$ cat config.mk
export PLATFORM = sky130hd
export DESIGN_NAME = tick_timer
export DESIGN_NICKNAME = d
export VERILOG_FILES = /design/src/rtl/tmr_pkg.sv /design/src/rtl/tmr_bus.sv /design/src/rtl/tmr_core.sv /design/src/rtl/tmr_flags.sv /design/src/rtl/tick_timer.sv
export SDC_FILE = /design/constraint.sdc
export NUM_CORES = 1
export LEC_CHECK = 0
export CAP_MARGIN = 10
export CORE_ASPECT_RATIO = 1.2
export CORE_UTILIZATION = 47
export CTS_CLUSTER_DIAMETER = 100
export DETAILED_ROUTE_END_ITERATION = 6
export DONT_BUFFER_PORTS = 1
export PLACE_DENSITY_LB_ADDON = 0.2
export SYNTH_ARGS = -nofsm -noshare
export SYNTH_HDL_FRONTEND = slang
export SYNTH_HIERARCHICAL = 1
export SYNTH_SLANG_ARGS = --single-unit
$ cat constraint.sdc
create_clock -name clk -period 4.1 [get_ports clk]
set_clock_uncertainty 0.15 [all_clocks]
set_input_delay 0 -clock clk [delete_from_list [all_inputs] [get_ports clk]]
set_output_delay 0 -clock clk [all_outputs]
set_load 0.01 [all_outputs]
$ cat src/rtl/tmr_pkg.sv
package tmr_pkg;
  localparam int TMR_W  = 16;
  localparam int HALF_W = TMR_W / 2;
  localparam int ADDR_W = 3;
  localparam int N_REG  = 2 ** ADDR_W;
  localparam int N_CMP  = 2;
  localparam int N_FLAG = N_CMP + 1;

  localparam int F_CMPA = 0;
  localparam int F_CMPB = 1;
  localparam int F_OVF  = 2;

  localparam logic [ADDR_W-1:0] A_CNT_LO = 3'd0;
  localparam logic [ADDR_W-1:0] A_CNT_HI = 3'd1;
  localparam logic [ADDR_W-1:0] A_CA_LO  = 3'd2;
  localparam logic [ADDR_W-1:0] A_CA_HI  = 3'd3;
  localparam logic [ADDR_W-1:0] A_CB     = 3'd4;
  localparam logic [ADDR_W-1:0] A_MODE   = 3'd5;
  localparam logic [ADDR_W-1:0] A_FLAGS  = 3'd6;
  localparam logic [ADDR_W-1:0] A_IEN    = 3'd7;

  typedef logic [TMR_W-1:0]  cnt_t;
  typedef logic [HALF_W-1:0] byte_t;

  // bit 0 wide, bit 1 capture enable, bit 2 clear-on-compare
  typedef struct packed {
    logic ctc;
    logic cap;
    logic wide;
  } mode_t;

  function automatic logic ctc_active(mode_t m);
    return !m.wide && !m.cap && m.ctc;
  endfunction

  function automatic logic at_max(cnt_t c, logic wide);
    return wide ? (&c) : (&c[HALF_W-1:0]);
  endfunction

  function automatic logic cmp_equal(cnt_t c, cnt_t r, logic wide);
    return wide ? (c == r) : (c[HALF_W-1:0] == r[HALF_W-1:0]);
  endfunction

  function automatic cnt_t next_count(cnt_t c, mode_t m, byte_t top);
    cnt_t n;
    n = c;
    if (m.wide)
      n = c + cnt_t'(1);
    else if (ctc_active(m) && (c[HALF_W-1:0] == top))
      n[HALF_W-1:0] = '0;
    else
      n[HALF_W-1:0] = c[HALF_W-1:0] + byte_t'(1);
    return n;
  endfunction
endpackage

$ cat src/rtl/tmr_bus.sv
module tmr_bus import tmr_pkg::*; (
  input  logic              clk,
  input  logic              rst_n,
  input  logic              wr_en,
  input  logic [ADDR_W-1:0] addr,
  input  byte_t             wdata,
  input  cnt_t              cnt_q,
  input  logic [N_FLAG-1:0] flags,
  output byte_t             rdata,
  output logic              cnt_load,
  output logic              cnt_touch,
  output cnt_t              load_val,
  output cnt_t              cmp_a,
  output byte_t             cmp_b,
  output mode_t             mode,
  output logic [N_FLAG-1:0] ien,
  output logic [N_FLAG-1:0] w1c
);
  logic [N_REG-1:0] wsel;
  byte_t            hi_stage;

  assign wsel      = wr_en ? (N_REG'(1) << addr) : '0;
  assign cnt_load  = wsel[A_CNT_LO];
  assign cnt_touch = wsel[A_CNT_LO] | wsel[A_CNT_HI];
  assign load_val  = {hi_stage, wdata};
  assign w1c       = wsel[A_FLAGS] ? wdata[N_FLAG-1:0] : '0;

  always_ff @(posedge clk or negedge rst_n) begin
    if (!rst_n) begin
      hi_stage <= '0;
      cmp_a    <= '0;
      cmp_b    <= '0;
      mode     <= '0;
      ien      <= '0;
    end else begin
      if (wsel[A_CNT_HI]) hi_stage <= wdata;
      if (wsel[A_CA_LO])  cmp_a[HALF_W-1:0] <= wdata;
      if (wsel[A_CA_HI])  cmp_a[TMR_W-1:HALF_W] <= wdata;
      if (wsel[A_CB])     cmp_b <= wdata;
      if (wsel[A_MODE])   mode <= mode_t'(wdata[$bits(mode_t)-1:0]);
      if (wsel[A_IEN])    ien <= wdata[N_FLAG-1:0];
    end
  end

  always_comb begin
    rdata = '0;
    case (addr)
      A_CNT_LO: rdata = cnt_q[HALF_W-1:0];
      A_CNT_HI: rdata = cnt_q[TMR_W-1:HALF_W];
      A_CA_LO:  rdata = cmp_a[HALF_W-1:0];
      A_CA_HI:  rdata = cmp_a[TMR_W-1:HALF_W];
      A_CB:     rdata = cmp_b;
      A_MODE:   rdata[$bits(mode_t)-1:0] = mode;
      A_FLAGS:  rdata[N_FLAG-1:0] = flags;
      default:  rdata[N_FLAG-1:0] = ien;
    endcase
  end

  // compare registers load on the write edge, no shadow stage
  a_r14_cmpb_now: assert property (@(posedge clk) disable iff (!rst_n)
    wsel[A_CB] |=> cmp_b == $past(wdata));
  a_r14_cmpa_now: assert property (@(posedge clk) disable iff (!rst_n)
    wsel[A_CA_LO] |=> cmp_a[HALF_W-1:0] == $past(wdata));
endmodule

$ cat src/rtl/tmr_core.sv
module tmr_core import tmr_pkg::*; (
  input  logic              clk,
  input  logic              rst_n,
  input  logic              tick_en,
  input  mode_t             mode,
  input  cnt_t              cmp_a,
  input  byte_t             cmp_b,
  input  logic              cnt_load,
  input  logic              cnt_touch,
  input  cnt_t              load_val,
  output cnt_t              cnt_q,
  output logic              blk_pend,
  output logic [N_FLAG-1:0] evt
);
  cnt_t cmp_vec [N_CMP];

  assign cmp_vec[0] = cmp_a;
  assign cmp_vec[1] = {{(TMR_W-HALF_W){1'b0}}, cmp_b};

  for (genvar g = 0; g < N_CMP; g++) begin : g_unit
    localparam bit WIDE_OK = (g == 0);
    logic unit_on;
    logic eq;
    assign unit_on = WIDE_OK || !mode.wide;
    assign eq      = cmp_equal(cnt_q, cmp_vec[g], mode.wide);
    assign evt[g]  = tick_en && !blk_pend && unit_on && eq;
  end

  assign evt[F_OVF] = tick_en && at_max(cnt_q, mode.wide);

  always_ff @(posedge clk or negedge rst_n) begin
    if (!rst_n)          blk_pend <= 1'b0;
    else if (cnt_touch)  blk_pend <= 1'b1;
    else if (tick_en)    blk_pend <= 1'b0;
  end

  always_ff @(posedge clk or negedge rst_n) begin
    if (!rst_n)         cnt_q <= '0;
    else if (cnt_load)  cnt_q <= load_val;
    else if (tick_en)   cnt_q <= next_count(cnt_q, mode, cmp_a[HALF_W-1:0]);
  end

  a_r2_idle_hold: assert property (@(posedge clk) disable iff (!rst_n)
    (!tick_en && !cnt_load) |=> $stable(cnt_q));
  a_r2_hi_kept: assert property (@(posedge clk) disable iff (!rst_n)
    (!mode.wide && !cnt_load) |=> cnt_q[TMR_W-1:HALF_W] == $past(cnt_q[TMR_W-1:HALF_W]));
  a_r3_wrap16: assert property (@(posedge clk) disable iff (!rst_n)
    (mode.wide && tick_en && !cnt_load && (&cnt_q)) |=> cnt_q == '0);
  a_r4_ctc_clear: assert property (@(posedge clk) disable iff (!rst_n)
    (ctc_active(mode) && tick_en && !cnt_load && cnt_q[HALF_W-1:0] == cmp_a[HALF_W-1:0])
      |=> cnt_q[HALF_W-1:0] == '0);
  a_r8_pend_set: assert property (@(posedge clk) disable iff (!rst_n)
    cnt_touch |=> blk_pend);
  a_r8_pend_drop: assert property (@(posedge clk) disable iff (!rst_n)
    (blk_pend && tick_en && !cnt_touch) |=> !blk_pend);
  a_r10_stage_only: assert property (@(posedge clk) disable iff (!rst_n)
    (cnt_touch && !cnt_load && !tick_en) |=> cnt_q == $past(cnt_q));
endmodule

$ cat src/rtl/tmr_flags.sv
module tmr_flags import tmr_pkg::*; (
  input  logic              clk,
  input  logic              rst_n,
  input  logic [N_FLAG-1:0] evt,
  input  logic [N_FLAG-1:0] ack,
  input  logic [N_FLAG-1:0] w1c,
  input  logic [N_FLAG-1:0] ien,
  output logic [N_FLAG-1:0] flags,
  output logic [N_FLAG-1:0] irq
);
  always_ff @(posedge clk or negedge rst_n) begin
    if (!rst_n) flags <= '0;
    else        flags <= (flags & ~(ack | w1c)) | evt;
  end

  assign irq = flags & ien;

  for (genvar i = 0; i < N_FLAG; i++) begin : g_chk
    a_r6_set: assert property (@(posedge clk) disable iff (!rst_n)
      evt[i] |=> flags[i]);
    a_r12_ack_clr: assert property (@(posedge clk) disable iff (!rst_n)
      (ack[i] && !evt[i]) |=> !flags[i]);
    a_r11_w1c_clr: assert property (@(posedge clk) disable iff (!rst_n)
      (w1c[i] && !evt[i]) |=> !flags[i]);
    a_r11_untouched: assert property (@(posedge clk) disable iff (!rst_n)
      (!evt[i] && !ack[i] && !w1c[i]) |=> flags[i] == $past(flags[i]));
  end
endmodule

$ cat src/rtl/tick_timer.sv
module tick_timer import tmr_pkg::*; (
  input  logic              clk,
  input  logic              rst_n,
  input  logic              tick_en,
  input  logic              bus_wr,
  input  logic [ADDR_W-1:0] bus_addr,
  input  logic [HALF_W-1:0] bus_wdata,
  output logic [HALF_W-1:0] bus_rdata,
  input  logic [N_FLAG-1:0] irq_ack,
  output logic [N_FLAG-1:0] irq_req
);
  cnt_t              cnt_q;
  cnt_t              load_val;
  cnt_t              cmp_a;
  byte_t             cmp_b;
  mode_t             mode;
  logic              cnt_load;
  logic              cnt_touch;
  logic              blk_pend;
  logic [N_FLAG-1:0] ien;
  logic [N_FLAG-1:0] w1c;
  logic [N_FLAG-1:0] evt;
  logic [N_FLAG-1:0] flags;

  tmr_bus u_bus (
    .clk(clk), .rst_n(rst_n), .wr_en(bus_wr), .addr(bus_addr), .wdata(bus_wdata),
    .cnt_q(cnt_q), .flags(flags), .rdata(bus_rdata), .cnt_load(cnt_load),
    .cnt_touch(cnt_touch), .load_val(load_val), .cmp_a(cmp_a), .cmp_b(cmp_b),
    .mode(mode), .ien(ien), .w1c(w1c)
  );

  tmr_core u_core (
    .clk(clk), .rst_n(rst_n), .tick_en(tick_en), .mode(mode), .cmp_a(cmp_a),
    .cmp_b(cmp_b), .cnt_load(cnt_load), .cnt_touch(cnt_touch), .load_val(load_val),
    .cnt_q(cnt_q), .blk_pend(blk_pend), .evt(evt)
  );

  tmr_flags u_flags (
    .clk(clk), .rst_n(rst_n), .evt(evt), .ack(irq_ack), .w1c(w1c), .ien(ien),
    .flags(flags), .irq(irq_req)
  );

  a_r5_ovf: assert property (@(posedge clk) disable iff (!rst_n)
    (tick_en && (mode.wide ? (&cnt_q) : (&cnt_q[HALF_W-1:0]))) |=> flags[F_OVF]);
  a_r7_no_cmpb: assert property (@(posedge clk) disable iff (!rst_n)
    (mode.wide && !flags[F_CMPB]) |=> !flags[F_CMPB]);
  a_r8_masked: assert property (@(posedge clk) disable iff (!rst_n)
    (blk_pend && tick_en && flags[F_CMPB:F_CMPA] == '0) |=> flags[F_CMPB:F_CMPA] == '0);
endmodule

==> results of run 1 <==
-- per-stage QoR --
stage / cells / instance area, µm² / util
2_1_floorplan: 324 / 3490 / -
3_3_place_gp: 388 / 3440 / 0.475
3_5_place_dp: 388 / 3440 / 0.475
4_1_cts: 426 / 3840 / 0.531
5_1_grt: 426 / 3840 / 0.531
6_report: 426 / 3840 / 0.531
-- per-layer routing --
metal | share of wire | wire length, µm
met4 | 0.020 | 172
met5 | 0 | 0
met1 | 0.43 | 3720
met3 | 0.070 | 604
met2 | 0.48 | 4170
-- what timing repair did --
item / 4_1_cts / 5_1_grt
hold buffers: 22 / 0
endpoints found under the hold margin: 121 / 0
setup buffers: 0 / 0
-- state kept, by name (all words and copies together) (netlist names) --
register         cells
u_bus/cmp_a         16
u_bus/cmp_b          8
u_bus/hi_stage       8
u_bus/ien            3
u_bus/mode           3
u_core/blk_pend      1
u_core/cnt_q        16
u_flags/flags        3
-- kinds of logic (layout without fill, tap and decap cells) --
| logic type | Yosys count | after routing | synth area share |
|---|---|---|---|
| buffers and inverters | 31 | 43 | 0.0545 |
| flip-flops | 58 | 58 | 0.416 |
| XOR/XNOR | 33 | 33 | 0.0829 |
| multiplexers | 55 | 55 | 0.185 |
| AO/OA/AOI/OAI | 52 | 52 | 0.100 |
| AND/OR/NAND/NOR | 94 | 94 | 0.158 |
| adder cells (fa/ha/maj) | 1 | 1 | 0.00359 |
-- final cells by class --
cell class / count / share of cell area
inverter: 4 / 0.00391
clock buffer: 13 / 0.0388
sequential: 58 / 0.378
tap: 90 / 0.0293
timing repair buffer: 23 / 0.0639
clock inverter: 3 / 0.00391
multi-input combinational: 235 / 0.482
-- worst max-delay path by stage --
stage | from | to | slack (ns) | cells after the start
4_1_cts | bus_addr[0] | u_bus/hi_stage[1]$_DFFE_PN0P_ | 1.23 | 6
5_1_grt | bus_addr[0] | u_bus/hi_stage[1]$_DFFE_PN0P_ | 1.04 | 6
3_5_place_dp | bus_addr[0] | u_core/cnt_q[4]$_DFFE_PN0P_ | 1.79 | 6
2_1_floorplan | bus_addr[2] | u_core/cnt_q[4]$_DFFE_PN0P_ | 2.25 | 9
3_3_place_gp | bus_addr[0] | u_core/cnt_q[4]$_DFFE_PN0P_ | 1.83 | 6
6_report | bus_addr[0] | u_bus/hi_stage[1]$_DFFE_PN0P_ | 1.13 | 6
-- cell usage in the layout, fill, tap and decap left out, types with 4 or more instances in the layout --
master,netlist,final
nor2_1,14,14
a2bb2oi_1,6,6
clkbuf_8,0,10
a21o_1,5,5
xnor2_1,18,18
and2_1,8,8
dlygate4sd3_1,0,21
nand2_1,16,16
o21ai_0,9,9
o22ai_1,5,5
mux2_4,8,8
mux2_2,33,33
a21oi_1,6,6
nand4_1,9,9
dfrtp_1,58,58
nand3b_1,4,4
a31oi_1,5,5
mux2i_1,13,13
nand3_1,15,15
o21ai_1,4,4
xor2_1,15,15
-- cell usage after synthesis (4+ instances only) --
master	n
buf_4	10
xor2_1	15
dfrtp_1	58
a2bb2oi_1	6
mux2i_1	13
a21o_1	5
nand3b_1	4
and2_1	8
buf_2	11
o21ai_1	4
o22ai_1	5
a31oi_1	5
nand2_1	16
nor3_1	4
nor2_1	14
a21oi_1	6
o21ai_0	9
nand4_1	9
mux2_4	8
xnor2_1	18
nand3_1	15
mux2_2	33
-- power by group through the flow --
stage               sequential [mW]  combinational, mW  clock, mW
finish                        0.891              0.488      0.463
global route                  0.914              0.536      0.498
floorplan                     0.810              0.448          0
detailed placement            0.899              0.429          0
global placement              0.897              0.420          0
CTS                           0.890              0.485      0.471
==> results.json, run 1 <==
{
  "arrival_ns": 3.05,
  "rsz0062_at_grt": "no",
  "antenna_found_initial": 0,
  "setup_violations": 0,
  "pwr-share-seq": 0.484,
  "drtPass1Iterations": 4,
  "cts_tree": "yes",
  "die_y_um": 96.4,
  "htreeDepth": 3,
  "routedWlPerCell_um": 20.3,
  "postRouteAntennaNets": 0,
  "ir_drop_uv": 224,
  "ys_warn_count": 6,
  "power_density_nw_per_um2": 480,
  "dieArea_um2": 7770,
  "ys.flop_type": "dfrtp_1",
  "synth_seq_cells": 58,
  "hold_end": "bus_rdata[6]",
  "path_buf_inv": 3,
  "clock_tree.buffer_depth": 2,
  "ff2ff_setup_slack_ns": 1.40,
  "switching_power_mw": 0.631,
  "synth_area_leaders": "dfrtp_1 42%, mux2_2 11%, xnor2_1 4.5%",
  "r2r_end": "u_core/cnt_q[5]$_DFFE_PN0P_",
  "timing.final.max_slew_violations": 0,
  "numCtsBuffers": 9,
  "gr-usage-met3": 0.0578,
  "synth_top_area_cell": "dfrtp_1",
  "insertion_delay_ns": 0.34,
  "multiInputGateArea_um2": 1850,
  "syn_nets": 343,
  "num_vias": 2537,
  "core_region_area_um2": 7230,
  "ys_seq_area_frac": 0.416,
  "p_int_mw": 1.21,
  "r2r-start": "u_bus/mode[0]$_DFFE_PN0P_",
  "gr-total-overflow": 0,
  "cp-end-kind": "flip-flop",
  "syn_inst": 324,
  "crit_path_start_kind": "primary input",
  "max_freq_mhz": 336,
  "diodes": 0,
  "dp_hpwl_um": 5850,
  "viasPerCell": 5.96,
  "fin_nets": 350,
  "hold_path_class": "primary input to primary output",
  "fill_cells": 641,
  "pre_cts_slack_ns": 1.79,
  "root_buffer": "clkbuf_8",
  "min_from": "bus_addr[2]",
  "p_total_mw": 1.84,
  "hold_viol_final": 0,
  "combPwrFrac": 0.265,
  "tightestPinTransition_ns": 0.992,
  "grt_max_degree": 59,
  "final.period_utilization": 0.725,
  "io_pins": 29,
  "drtIter0Drc": 175,
  "cp_common_cell": "dlygate4sd3_1",
  "drc": 0,
  "die_w_um": 80.6,
  "synth_top_area_frac": 0.416,
  "grt-busiest-layer": "met2",
  "grt_pass1_wl_um": 13700,
  "clk_pin_slew_ns": 0.07,
  "rows": 34,
  "ys_async_sr_fraction": 1.00,
  "p_leak_nw": 1.61,
  "initial_core_util": 0.482,
  "drv_cap": 0,
  "slowest_stage": "dlygate4sd3_1",
  "layout_setup_ws_ns": 1.13,
  "ff2ff_path_depth": 5,
  "swShare": 0.343,
  "portBuffers": 0,
  "synth_edf_count": 0,
  "holdWs_ns": 0.0147,
  "pwr-share-clk": 0.251,
  "fin_crit_ns": 2.97,
  "grtUsageMet2": 0.404,
  "cp_slowest_stage_delay_ns": 0.76,
  "grtUsageTotal": 0.246,
  "drive_gt1_frac": 0.208,
  "path_delay_family": "buffers and inverters",
  "cts_resized": 0,
  "whs_path_depth": 2,
  "regArea_um2": 1450,
  "status": "complete, no violations",
  "ys_types": 53,
  "grt_pass1_vias": 2532,
  "place.gp.congestion": 0.830,
  "grt_use_met1": 0.308,
  "worstPathMaxFanout": 13,
  "timing.slew.headroom": 0.335,
  "worst-endpoint-required_ns": 4.18,
  "routed_wirelength_um": 8660,
  "worstSetupPathType": "primary input to flip-flop",
  "syn_avg_cell_area_um2": 10.8,
  "fin_setup_tns_ns": 0,
  "syn_area_um2": 3490,
  "crit_path_cell_trace": "dlygate4sd3_1, nand2_1, dlygate4sd3_1, nor3_2, mux2_2, dlygate4sd3_1",
  "syn_to_final_growth_pct": 10.1,
  "clock_sinks": 58
}
Power figures use the tool's default switching activity.
==> run 2, diff against run 1 <==
==> constraint.sdc (replaced) <==
create_clock -name clk -period 3.02 [get_ports clk]
set_clock_uncertainty 0.15 [all_clocks]
set_input_delay 0 -clock clk [delete_from_list [all_inputs] [get_ports clk]]
set_output_delay 0 -clock clk [all_outputs]
set_load 0.01 [all_outputs]
==> results.json, run 2 (same netlist as run 1, synthesis figures left out) <==
{
  "rows": 34,
  "worstSetupPathType": "primary input to flip-flop",
  "antenna_found_initial": 0,
  "final_cell_mix": "58 x dfrtp_1, 33 x mux2_2, 26 x dlygate4sd3_1",
  "status": "complete, no violations",
  "arrival_ns": 2.71,
  "pwr-share-seq": 0.466,
  "gr-total-overflow": 0,
  "switching_power_mw": 0.862,
  "diodes": 0,
  "combPwrFrac": 0.267,
  "num_vias": 2600,
  "cp-end-kind": "flip-flop",
  "crit_path_start_kind": "primary input",
  "portBuffers": 0,
  "io_pins": 29,
  "cts_tree": "yes",
  "root_buffer": "clkbuf_8",
  "fin_nets": 355,
  "pwr-share-clk": 0.266,
  "grt_pass1_vias": 2639,
  "worst-endpoint-required_ns": 3.10,
  "numCtsBuffers": 9,
  "drtIter0Drc": 166,
  "tightestPinTransition_ns": 0.553,
  "syn_to_final_growth_pct": 12.3,
  "fin_crit_ns": 2.63,
  "drc": 0,
  "cts_setup_buffers": 0,
  "clk_pin_slew_ns": 0.07,
  "routed_wirelength_um": 8670,
  "dp_hpwl_um": 5730,
  "initial_core_util": 0.482,
  "power_density_nw_per_um2": 659,
  "place.gp.congestion": 0.844,
  "clock_tree.buffer_depth": 2,
  "cp_slowest_stage_delay_ns": 0.65,
  "htreeDepth": 3,
  "ff2ff_setup_slack_ns": 0.50,
  "hold_viol_final": 0,
  "p_leak_nw": 1.64,
  "ir_drop_uv": 320,
  "drtPass1Iterations": 4,
  "dieArea_um2": 7770,
  "path_delay_family": "buffers and inverters",
  "viasPerCell": 6.03,
  "multiInputGateArea_um2": 1860,
  "clock_sinks": 58,
  "crit_path_cell_trace": "dlygate4sd3_1, nand2b_4, nor3_4, clkinv_1, nand3_1, a31oi_1, a221o_1, dlygate4sd3_1",
  "p_int_mw": 1.72,
  "drv_cap": 0,
  "die_w_um": 80.6,
  "swShare": 0.334,
  "drive_gt1_frac": 0.211,
  "core_region_area_um2": 7230,
  "timing.slew.headroom": 0.632,
  "fill_cells": 653,
  "reg_top3": "u_bus/cmp_a: 16 flops, u_core/cnt_q: 16 flops",
  "grtUsageTotal": 0.248,
  "routedWlPerCell_um": 20.1,
  "path_buf_inv": 3,
  "grt_max_degree": 59,
  "final_common_cell": "dfrtp_1",
  "insertion_delay_ns": 0.34,
  "hold_path_class": "primary input to asynchronous set/reset pin",
  "postRouteAntennaNets": 0,
  "max_freq_mhz": 380,
  "slowest_stage": "dlygate4sd3_1",
  "grt_pass1_wl_um": 13900,
  "r2r-start": "u_core/cnt_q[5]$_DFFE_PN0P_",
  "worstPathMaxFanout": 15,
  "setup_violations": 0,
  "regArea_um2": 1450,
  "cp_common_cell": "dlygate4sd3_1",
  "ff2ff_path_depth": 5,
  "final.period_utilization": 0.871,
  "timing.final.max_slew_violations": 0,
  "r2r_end": "u_core/cnt_q[4]$_DFFE_PN0P_",
  "die_y_um": 96.4,
  "finish.utilization": 0.542,
  "fin_setup_tns_ns": 0,
  "rsz0062_at_grt": "no"
}
## run 2: cell types whose count changed in the layout (fill, tap and decap cells not counted), sizes merged
cell / delta
clkinv: +1
clkinvlp: +1
clkbuf: -3
dlygate4sd3: +5
bufinv: +1
## run 2: power groups by stage
stage / combinational, mW / clock [mW] / sequential, mW
after floorplan: 0.609 / 0 / 1.10
after global placement: 0.581 / 0 / 1.21
after detailed placement: 0.588 / 0 / 1.21
after CTS: 0.682 / 0.703 / 1.20
after global routing: 0.751 / 0.735 / 1.24
final: 0.690 / 0.687 / 1.20
## run 2: per-layer routing
metal  track usage  vias up  wire length [µm]
li1              -     1194                 -
met1         0.325     1319              3910
met2         0.397       77              4160
met3        0.0474       10               470
met4         0.109        0               133
met5             0        -                 0
## run 2: area by class of cell
cell class | instances | share of cell area
clock buffers | 10 | 0.0326
clock inverters | 6 | 0.0147
inverters | 4 | 0.00383
multi-input cells | 235 | 0.474
flip-flops and latches | 58 | 0.371
well taps | 90 | 0.0288
repair buffers | 28 | 0.0754
## run 2: worst max path at each step
stage / startpoint / cells after the start / to / slack (ns)
final: bus_addr[0] / 8 / u_core/cnt_q[4]$_DFFE_PN0P_ / 0.39
after global routing: bus_addr[0] / 8 / u_core/cnt_q[4]$_DFFE_PN0P_ / 0.27
after CTS: bus_addr[0] / 8 / u_core/cnt_q[4]$_DFFE_PN0P_ / 0.22
after detailed placement: u_core/cnt_q[0]$_DFFE_PN0P_ / 6 / u_core/cnt_q[10]$_DFFE_PN0P_ / 1.00
after global placement: u_core/cnt_q[0]$_DFFE_PN0P_ / 6 / u_core/cnt_q[10]$_DFFE_PN0P_ / 1.00
after floorplan: bus_addr[2] / 9 / u_core/cnt_q[4]$_DFFE_PN0P_ / 1.17
## run 2: stage by stage
stage | cells | worst slack, ns | total power, mW | instance area [µm²] | hold WS, ns
final | 431 | 0.391 | 2.58 | 3920 | 0.0252
after global routing | 431 | 0.268 | 2.72 | 3920 | 0.0219
after CTS | 431 | 0.218 | 2.59 | 3910 | 0.0175
after detailed placement | 388 | 1.00 | 1.80 | 3440 | -0.443
after global placement | 388 | 1.00 | 1.79 | 3440 | -0.444
after floorplan | 324 | 1.17 | 1.71 | 3490 | -0.446
## run 2: what timing repair did
item,4_1_cts,5_1_grt
endpoints found under the setup margin,0,1
hold buffers,27,0
endpoints found under the hold margin,121,0
resized for setup,0,1
## run 2: worst reg2reg max path: stages, from the launching register on
cell and delay, ns:
dfrtp_1 0.50, xor2_1 0.22, nor4_2 0.34, nand3_1 0.28
a221o_1 0.35, dlygate4sd3_1 0.55
